==> config.mk <==
export PLATFORM = sky130hd
export DESIGN_NAME = ccch_channel
export DESIGN_NICKNAME = d
export VERILOG_FILES = /design/src/rtl/ccch_pkg.sv /design/src/rtl/ccch_edge_det.sv /design/src/rtl/ccch_ovf_fsm.sv /design/src/rtl/ccch_cmp.sv /design/src/rtl/ccch_channel.sv
export SDC_FILE = /design/constraint.sdc
export NUM_CORES = 1
export LEC_CHECK = 0
export BUFFER_PORTS_ARGS = -buffer_cell sky130_fd_sc_hd__buf_4
export CORE_AREA = 2 2 76 78
export CTS_CLUSTER_DIAMETER = 40
export DETAILED_ROUTE_END_ITERATION = 8
export DIE_AREA = 0 0 78 80
export GPL_TIMING_DRIVEN = 0
export PLACE_DENSITY = 0.55
export SLEW_MARGIN = 40
export SYNTH_ARGS = -nofsm -noshare
export SYNTH_HDL_FRONTEND = slang
export SYNTH_SLANG_ARGS = --single-unit
export TNS_END_PERCENT = 50
==> constraint.sdc <==
create_clock -name clk -period 1.69 [get_ports clk]
set_clock_uncertainty 0.05 [all_clocks]
set_input_delay 0.169 -clock clk [delete_from_list [all_inputs] [get_ports clk]]
set_output_delay 0.169 -clock clk [all_outputs]
set_load 0.05 [all_outputs]
==> src/rtl/ccch_pkg.sv <==
package ccch_pkg;

  typedef enum logic [1:0] {
    ST_IDLE = 2'd0,
    ST_CAPT = 2'd1,
    ST_OVF  = 2'd2
  } cap_st_e;

  // control word bit positions
  localparam int CTL_MODE   = 0;
  localparam int CTL_FIELDS = 5;
  localparam int CTL_FLAG   = 5;
  localparam int CTL_OVF    = 6;
  localparam int CTL_W      = 7;

  localparam int N_EXT = 2;

  typedef struct packed {
    logic [1:0] sel;
    logic [1:0] edg;
    logic       mode;
  } ctl_t;

endpackage

==> src/rtl/ccch_edge_det.sv <==
module ccch_edge_det #(
  parameter int STAGES = 2
) (
  input  logic       clk,
  input  logic       rst_n,
  input  logic       raw,
  input  logic       en,
  input  logic [1:0] edg,
  output logic       pulse
);
  logic [STAGES-1:0] chain;
  logic              last;
  logic              rise;
  logic              fall;

  if (STAGES == 1) begin : g_one
    always_ff @(posedge clk or negedge rst_n) begin
      if (!rst_n) chain <= '0;
      else        chain <= raw;
    end
  end else begin : g_many
    always_ff @(posedge clk or negedge rst_n) begin
      if (!rst_n) chain <= '0;
      else        chain <= {chain[STAGES-2:0], raw};
    end
  end

  always_ff @(posedge clk or negedge rst_n) begin
    if (!rst_n) last <= 1'b0;
    else        last <= chain[STAGES-1];
  end

  assign rise  = chain[STAGES-1] & ~last;
  assign fall  = ~chain[STAGES-1] & last;
  assign pulse = en & ((edg[0] & rise) | (edg[1] & fall));

  // an edge pulse always needs a change of the synchronized level
  assert_pulse_on_change_R4: assert property (@(posedge clk) disable iff (!rst_n)
    pulse |-> !$stable(chain[STAGES-1]));

endmodule

==> src/rtl/ccch_ovf_fsm.sv <==
module ccch_ovf_fsm
  import ccch_pkg::*;
(
  input  logic    clk,
  input  logic    rst_n,
  input  logic    cap,
  input  logic    rd,
  input  logic    clr,
  output cap_st_e st
);
  cap_st_e base;
  cap_st_e st_n;

  always_comb begin
    base = clr ? ST_IDLE : st;
    st_n = base;
    unique case (base)
      ST_IDLE: if (cap) st_n = ST_CAPT;
      ST_CAPT: begin
        if (cap)     st_n = rd ? ST_CAPT : ST_OVF;
        else if (rd) st_n = ST_IDLE;
      end
      ST_OVF:  st_n = ST_OVF;
      default: st_n = ST_IDLE;
    endcase
  end

  always_ff @(posedge clk or negedge rst_n) begin
    if (!rst_n) st <= ST_IDLE;
    else        st <= st_n;
  end

  assert_ovf_entry_R6: assert property (@(posedge clk) disable iff (!rst_n)
    $rose(st == ST_OVF) |-> $past(st == ST_CAPT && cap && !rd && !clr));

  assert_read_releases_R7: assert property (@(posedge clk) disable iff (!rst_n)
    (st == ST_CAPT && rd && !cap && !clr) |=> st == ST_IDLE);

  assert_clear_idles_R8: assert property (@(posedge clk) disable iff (!rst_n)
    (clr && !cap) |=> st == ST_IDLE);

endmodule

==> src/rtl/ccch_cmp.sv <==
module ccch_cmp #(
  parameter int CNT_W = 16
) (
  input  logic [CNT_W-1:0] cnt,
  input  logic [CNT_W-1:0] ref_val,
  input  logic             mode,
  output logic             hit
);
  assign hit = ~mode & (cnt == ref_val);
endmodule

==> src/rtl/ccch_channel.sv <==
module ccch_channel
  import ccch_pkg::*;
#(
  parameter int CNT_W       = 16,
  parameter int SYNC_STAGES = 2
) (
  input  logic             clk,
  input  logic             rst_n,
  input  logic             reg_wr,
  input  logic             reg_rd,
  input  logic             reg_addr,
  input  logic [CNT_W-1:0] reg_wdata,
  output logic [CNT_W-1:0] reg_rdata,
  input  logic [CNT_W-1:0] cnt_val,
  input  logic [N_EXT-1:0] cap_in,
  output logic             irq_flag,
  output logic             equ
);
  localparam int PAD_W = CNT_W - CTL_W;

  ctl_t             ctl_q;
  logic [CNT_W-1:0] ccr_q;
  logic             flag_q;
  cap_st_e          st;
  logic             ctl_wr;
  logic             ccr_wr;
  logic             ccr_rd;
  logic             ovf_clr;
  logic             flag_clr;
  logic             src;
  logic             cap_ev;
  logic [CTL_W-1:0] ctl_word;

  assign ctl_wr   = reg_wr & ~reg_addr;
  assign ccr_wr   = reg_wr &  reg_addr;
  assign ccr_rd   = reg_rd &  reg_addr;
  assign ovf_clr  = ctl_wr & ~reg_wdata[CTL_OVF];
  assign flag_clr = ctl_wr & ~reg_wdata[CTL_FLAG];

  // source: fixed level or one external pin
  assign src = ctl_q.sel[1] ? ctl_q.sel[0] : cap_in[ctl_q.sel[0]];

  ccch_edge_det #(.STAGES(SYNC_STAGES)) u_edge (
    .clk   (clk),
    .rst_n (rst_n),
    .raw   (src),
    .en    (ctl_q.mode),
    .edg   (ctl_q.edg),
    .pulse (cap_ev)
  );

  ccch_ovf_fsm u_fsm (
    .clk   (clk),
    .rst_n (rst_n),
    .cap   (cap_ev),
    .rd    (ccr_rd),
    .clr   (ovf_clr),
    .st    (st)
  );

  ccch_cmp #(.CNT_W(CNT_W)) u_cmp (
    .cnt     (cnt_val),
    .ref_val (ccr_q),
    .mode    (ctl_q.mode),
    .hit     (equ)
  );

  always_ff @(posedge clk or negedge rst_n) begin
    if (!rst_n)      ctl_q <= '0;
    else if (ctl_wr) ctl_q <= ctl_t'(reg_wdata[CTL_FIELDS-1:0]);
  end

  always_ff @(posedge clk or negedge rst_n) begin
    if (!rst_n)      ccr_q <= '0;
    else if (cap_ev) ccr_q <= cnt_val;
    else if (ccr_wr) ccr_q <= reg_wdata;
  end

  always_ff @(posedge clk or negedge rst_n) begin
    if (!rst_n) flag_q <= 1'b0;
    else        flag_q <= (flag_q & ~flag_clr) | cap_ev | equ;
  end

  assign irq_flag = flag_q;
  assign ctl_word = {st == ST_OVF, flag_q, ctl_q.sel, ctl_q.edg, ctl_q.mode};

  always_comb begin
    reg_rdata = '0;
    if (reg_rd) begin
      if (reg_addr) reg_rdata = cap_ev ? cnt_val : ccr_q;
      else          reg_rdata = {{PAD_W{1'b0}}, ctl_word};
    end
  end

  assert_capture_loads_R5: assert property (@(posedge clk) disable iff (!rst_n)
    cap_ev |=> (ccr_q == $past(cnt_val)) && irq_flag);

  assert_no_capture_in_compare_R13: assert property (@(posedge clk) disable iff (!rst_n)
    !ctl_q.mode |-> !cap_ev);

  assert_equ_sets_flag_R11: assert property (@(posedge clk) disable iff (!rst_n)
    equ |=> irq_flag);

  assert_flag_sticky_R11: assert property (@(posedge clk) disable iff (!rst_n)
    (irq_flag && !ctl_wr) |=> irq_flag);

  assert_value_write_R12: assert property (@(posedge clk) disable iff (!rst_n)
    (ccr_wr && !cap_ev) |=> ccr_q == $past(reg_wdata));

endmodule

Word level (Yosys, flattened, before mapping):

Cells that the tools add are included.

* register bits: 27
* bits of input ports: 39

* $lt $le $gt $ge: 1
* equal/unequal tests: 4
* muxes and demuxes: 14
* bitwise operators: 22
* reduce and logical (&&, ||, !) cells: 2

Operator list (number)
* 16-bit 2-to-1 mux: 5
* 16-bit == test: 1
* 1-bit bitwise AND: 12
* 2-bit 2-to-1 mux: 5
* 1-bit NOT: 7
* 2-bit one-hot mux with 3 select lines: 1
* 2-bit == test (second input constant): 2
* 1-bit 2-to-1 mux: 3
* 1-bit OR: 3
* 2-bit by 1-bit == test with 1-bit output (second input constant): 1
* 2-bit logical NOT: 1
* 1-bit by 2-bit less-than comparator with 1-bit output (second input constant): 1
* 2-bit nonzero test: 1

Depth between registers and ports, before layout:

* depth after elaboration: 8
* depth in mapped cells: 6
* mapped depth without buffers: 4

Modules after synthesis:

From an unflattened synthesis, not the netlist that was laid out.

* cells, all modules: 174
* area total of the unflattened synthesis: 1701.6 sq um

By module, submodules not included
* ccch_channel: times used 1, cells each 136, area each 1321.3 sq um, seq. area each 550.5 sq um
* ccch_cmp: times used 1, cells each 22, area each 180.2 sq um, seq. area each 0.0 sq um
* ccch_ovf_fsm: times used 1, cells each 10, area each 103.8 sq um, seq. area each 50.0 sq um
* ccch_edge_det: times used 1, cells each 6, area each 96.3 sq um, seq. area each 75.1 sq um

Worst setup path after synthesis:

Ideal clock, no wire load.

* kind: register -> output
* start: reg ctl_q[2] (netlist name)
* end: out reg_rdata[6]
* arrival time: 1.968 ns
* required time: 1.471 ns
* setup slack: -0.497 ns
* stages on the path, launching flop included: 6
* buffers on the path: 1
* cell sequence: dfrtp_1 -> and3b_4 -> o21ai_2 -> buf_2 -> nand2_1 -> a31oi_1

* longest elaborated chain between the ends: 6

RTL lines
* from (decl): line ccch_channel.sv:21 `ctl_t ctl_q;`
* from (signal assigned): line ccch_channel.sv:70 `else if (ctl_wr) ctl_q <= ctl_t'(reg_wdata[CTL_FIELDS-1:0]);`
* 1-bit bitwise AND: line ccch_edge_det.sv:35 `assign pulse = en & ((edg[0] & rise) | (edg[1] & fall));`
* 1-bit OR: line ccch_edge_det.sv:35
* 1-bit bitwise AND: line ccch_edge_det.sv:35
* 16-bit 2-to-1 mux (2 in series): line ccch_channel.sv:90 `if (reg_addr) reg_rdata = cap_ev ? cnt_val : ccr_q;`
* 16-bit 2-to-1 mux: line ccch_channel.sv:89 `if (reg_rd) begin`
* to (decl): line ccch_channel.sv:13 `output logic [CNT_W-1:0] reg_rdata,`

Every way passes these cells.

Worst setup path after layout:

* start: reg u_edge.chain[1]
* end: out reg_rdata[4]

* longest elaborated chain between the ends: 8

RTL lines
* from (decl): line ccch_edge_det.sv:11 `logic [STAGES-1:0] chain;`
* from (signal assigned): line ccch_edge_det.sv:24 `else chain <= {chain[STAGES-2:0], raw};`
* 1-bit NOT: line ccch_edge_det.sv:34 `assign fall = ~chain[STAGES-1] & last;`
* 1-bit bitwise AND: line ccch_edge_det.sv:34
* 1-bit bitwise AND: line ccch_edge_det.sv:35
* 1-bit OR (*): line ccch_edge_det.sv:35
* 1-bit bitwise AND (*): line ccch_edge_det.sv:35
* 16-bit 2-to-1 mux (*) (2 in series): line ccch_channel.sv:90
* 16-bit 2-to-1 mux (*): line ccch_channel.sv:89

Mark *: on every way between the ends. The rest lies on a longest branch, timed or not.

==> summary.txt <==
Status - finished, violations left
Failing checks - negative setup slack
Setup crit end kind - output pin
Critical path class - flop to output pin
First-pass GRT wire length - 7941 µm
Synth Cell Area - 0.001590 mm²
Die Wd - 78 µm
Sw Share - 0.4232
Core area - 0.005405 mm²
Critical Path Fanout Max - 5
GPL Wtd Cong - 0.7399
Max Buffers Root-to-Sink - 2
Clock sink count - 27
Vias in the first global route - 1592
Peak supply drop - 708.5 µV
Max-slew violations - 0
Critical path's slowest cell - dfrtp_1
Post-layout worst setup margin - -0.3415 ns
Psw - 1220 µW
Clock transition at path regs - 0.09 ns
Routed vias - 1541
CTS buffer count - 3
RSZ-0062 raised after global routing - true
Die Area - 0.006240 mm²
Comb pwr share - 0.510
Placement Rows - 27
Initial antenna violation count - 0
Die Y - 80 µm
Hpwl dp - 3459 µm
Crit path DAT - 1.81 ns
Setup violators final - 19
Syn avg cell area - 9.087 µm²
Area Overhead vs Synth - 70.57%
WP data required - 1.47 ns
Drt total wl - 5085 µm
PortBufs - 55
Placed cell areas - 0.002215 mm²
Final hold vios - 0
Clk root buf - clkbuf_8
Post-synth cell types - 28
Crit path largest cell delay - 0.40 ns
Clock power frac - 0.132
Fmax - 492.2 MHz
DRC - 0
Drt wl/cell - 15.89 µm
Register area share after synthesis - 0.4249
DRT antenna net count - 0
CP bufs+invs - 2
Hold crit path type - input port to flop
NumNets Final - 288
First-iteration detailed-routing DRC count - 105
Static Leak - 0.001267 µW
Syn nets - 214
Post-Syn Instances - 175
IO Pins - 57
Htree depth - 1
Sequential Power Share - 0.358
Largest net degree at the start of global routing - 28
CP delay by family, top - flip-flops
Max-cap violations - 0
Critical path startpoint category - flop
Final period util - 1.202
Proportion of layout cells with a drive suffix above 1 - 0.5242
P per Cell Area - 1063 mW/mm²
Vias/cell - 4.816
Syn. warnings - 0
Worst slew margin - 0.3595
Fin util - 0.5019
Fin area - 0.002713 mm²
Clk_lat worst skew - 0.27 ns
# diodes - 0
Final min period - 2.032 ns
CTS tree - built
Total track usage - 0.1631
Crit path cell chain - and3b_4 > o21a_4 > buf_8 > nand2_4 > a31oi_4 > buf_6
Pint - 1662 µW
Yosys reg bits - 27
Iteration count of the initial detailed-routing pass - 4
Total grt overflow - 0
Tightest Pin Transition - 0.9607 ns
Starting Density - 0.2942
routing by layer:
layer	part of all wire	track usage	wire, µm
met5	0	0	0
met4	0.0057	0.02105	29
met3	0.052	0.03394	265
met2	0.49	0.2733	2482
met1	0.45	0.2228	2308
cell usage in the layout, fill, tap and decap left out, drive strengths merged:
master,count
mux2i,16
o31ai,1
a31oi,7
xor2,11
xnor2,5
a21oi,12
clkbuf,6
nand2b,4
o21ai,25
dlygate4sd3,1
buf,75
nand4,1
nor2b,2
o21a,1
and3b,2
or4,1
nor3,2
nand3,1
nor2,1
dfrtp,27
or3,1
nor4,2
mux2,5
nand2,39
worst reg2reg max path, stage by stage (launching register included):
cell	delay, ns
dfrtp_1	0.40
and3b_2	0.24
o21a_4	0.26
buf_6	0.15
buf_6	0.11
buf_6	0.11
or4_1	0.39
nand2_1	0.07
worst paths after layout:
kind                            startpoint         endpoint  slack, ns  cells after the start
min reg2reg                u_edge.chain[0]  u_edge.chain[1]       0.31                      0
max in group asynchronous            rst_n         ctl_q[4]       1.04                      2
max                        u_edge.chain[1]     reg_rdata[4]      -0.34                      6
min in group asynchronous            rst_n         ccr_q[0]       0.28                      2
max reg2reg                u_edge.chain[1]      u_fsm.st[0]      -0.12                      7
min                              cap_in[0]  u_edge.chain[0]       0.03                      3
power groups by stage:
| stage | Sequential, µW | Combinational (µW) | Clock, µW |
|---|---|---|---|
| detailed placement | 1040 | 1160 | 0 |
| global placement | 1030 | 1150 | 0 |
| finish | 1030 | 1470 | 380 |
| CTS | 1030 | 1380 | 387 |
| global route | 1060 | 1580 | 418 |
| floorplan | 1030 | 806 | 0 |
logic make-up after synthesis:
kind of cell,synth area share
AO/OA/AOI/OAI,0.1605
XOR/XNOR,0.08812
buffers and inverters,0.02754
flip-flops,0.4249
multiplexers,0.1361
AND/OR/NAND/NOR,0.1629
through the flow:
stage	hold WS [ns]	setup slack, ns	total power, µW	setup TNS [ns]	std cells
after global routing	0.04240	-0.4093	3061	-6.446	320
after global placement	0.06586	-0.2774	2179	-2.742	302
after detailed placement	0.06155	-0.2647	2198	-2.623	302
after CTS	0.03661	-0.3373	2794	-5.053	317
final	0.03455	-0.3415	2882	-5.117	320
after floorplan	-0.1766	-0.2926	1837	-1.587	175
cells in the mapped netlist:
| library cell | count | share of area |
|---|---|---|
| a21oi_1 | 12 | 0.038 |
| a31oi_1 | 7 | 0.028 |
| and3b_1 | 1 | 0.0055 |
| and3b_4 | 1 | 0.0079 |
| buf_2 | 5 | 0.016 |
| buf_4 | 1 | 0.0047 |
| clkbuf_1 | 3 | 0.0071 |
| dfrtp_1 | 27 | 0.42 |
| mux2_2 | 5 | 0.035 |
| mux2i_1 | 16 | 0.10 |
| nand2_1 | 38 | 0.090 |
| nand2_2 | 1 | 0.0039 |
| nand2b_1 | 4 | 0.016 |
| nand3_1 | 1 | 0.0031 |
| nand4_1 | 1 | 0.0039 |
| nor2_1 | 1 | 0.0024 |
| nor2b_1 | 2 | 0.0079 |
| nor3_1 | 2 | 0.0063 |
| nor4_1 | 2 | 0.0079 |
| o21a_4 | 1 | 0.0094 |
| o21ai_0 | 8 | 0.025 |
| o21ai_1 | 16 | 0.050 |
| o21ai_2 | 1 | 0.0055 |
| o31ai_1 | 1 | 0.0047 |
| or3_1 | 1 | 0.0039 |
| or4_1 | 1 | 0.0047 |
| xnor2_1 | 5 | 0.028 |
| xor2_1 | 11 | 0.061 |
sequential cells by signal, indices dropped and copies added, names as in the netlist:
name          count
ccr_q            16
u_fsm.st          2
u_edge.chain      2
u_edge.last       1
ctl_q             5
irq_flag          1
what timing repair did:
item / in CTS / in global routing
gates cloned: 2 / 0
setup buffers: 8 / 3
hold endpoints to repair: 27 / 0
gates resized for setup: 58 / 22
pin swaps: 24 / 13
hold buffers: 1 / 0
setup endpoints to repair: 18 / 19
layout make-up:
type	count	area [µm²]
plain buffers	9	87.58
clock buffers	4	45.04
fillers	506	2693
multi-input cells	139	1179
flip-flops and latches	27	675.6
well taps	72	90.09
repair buffers	69	635.6
Power figures use the tool's default switching activity.
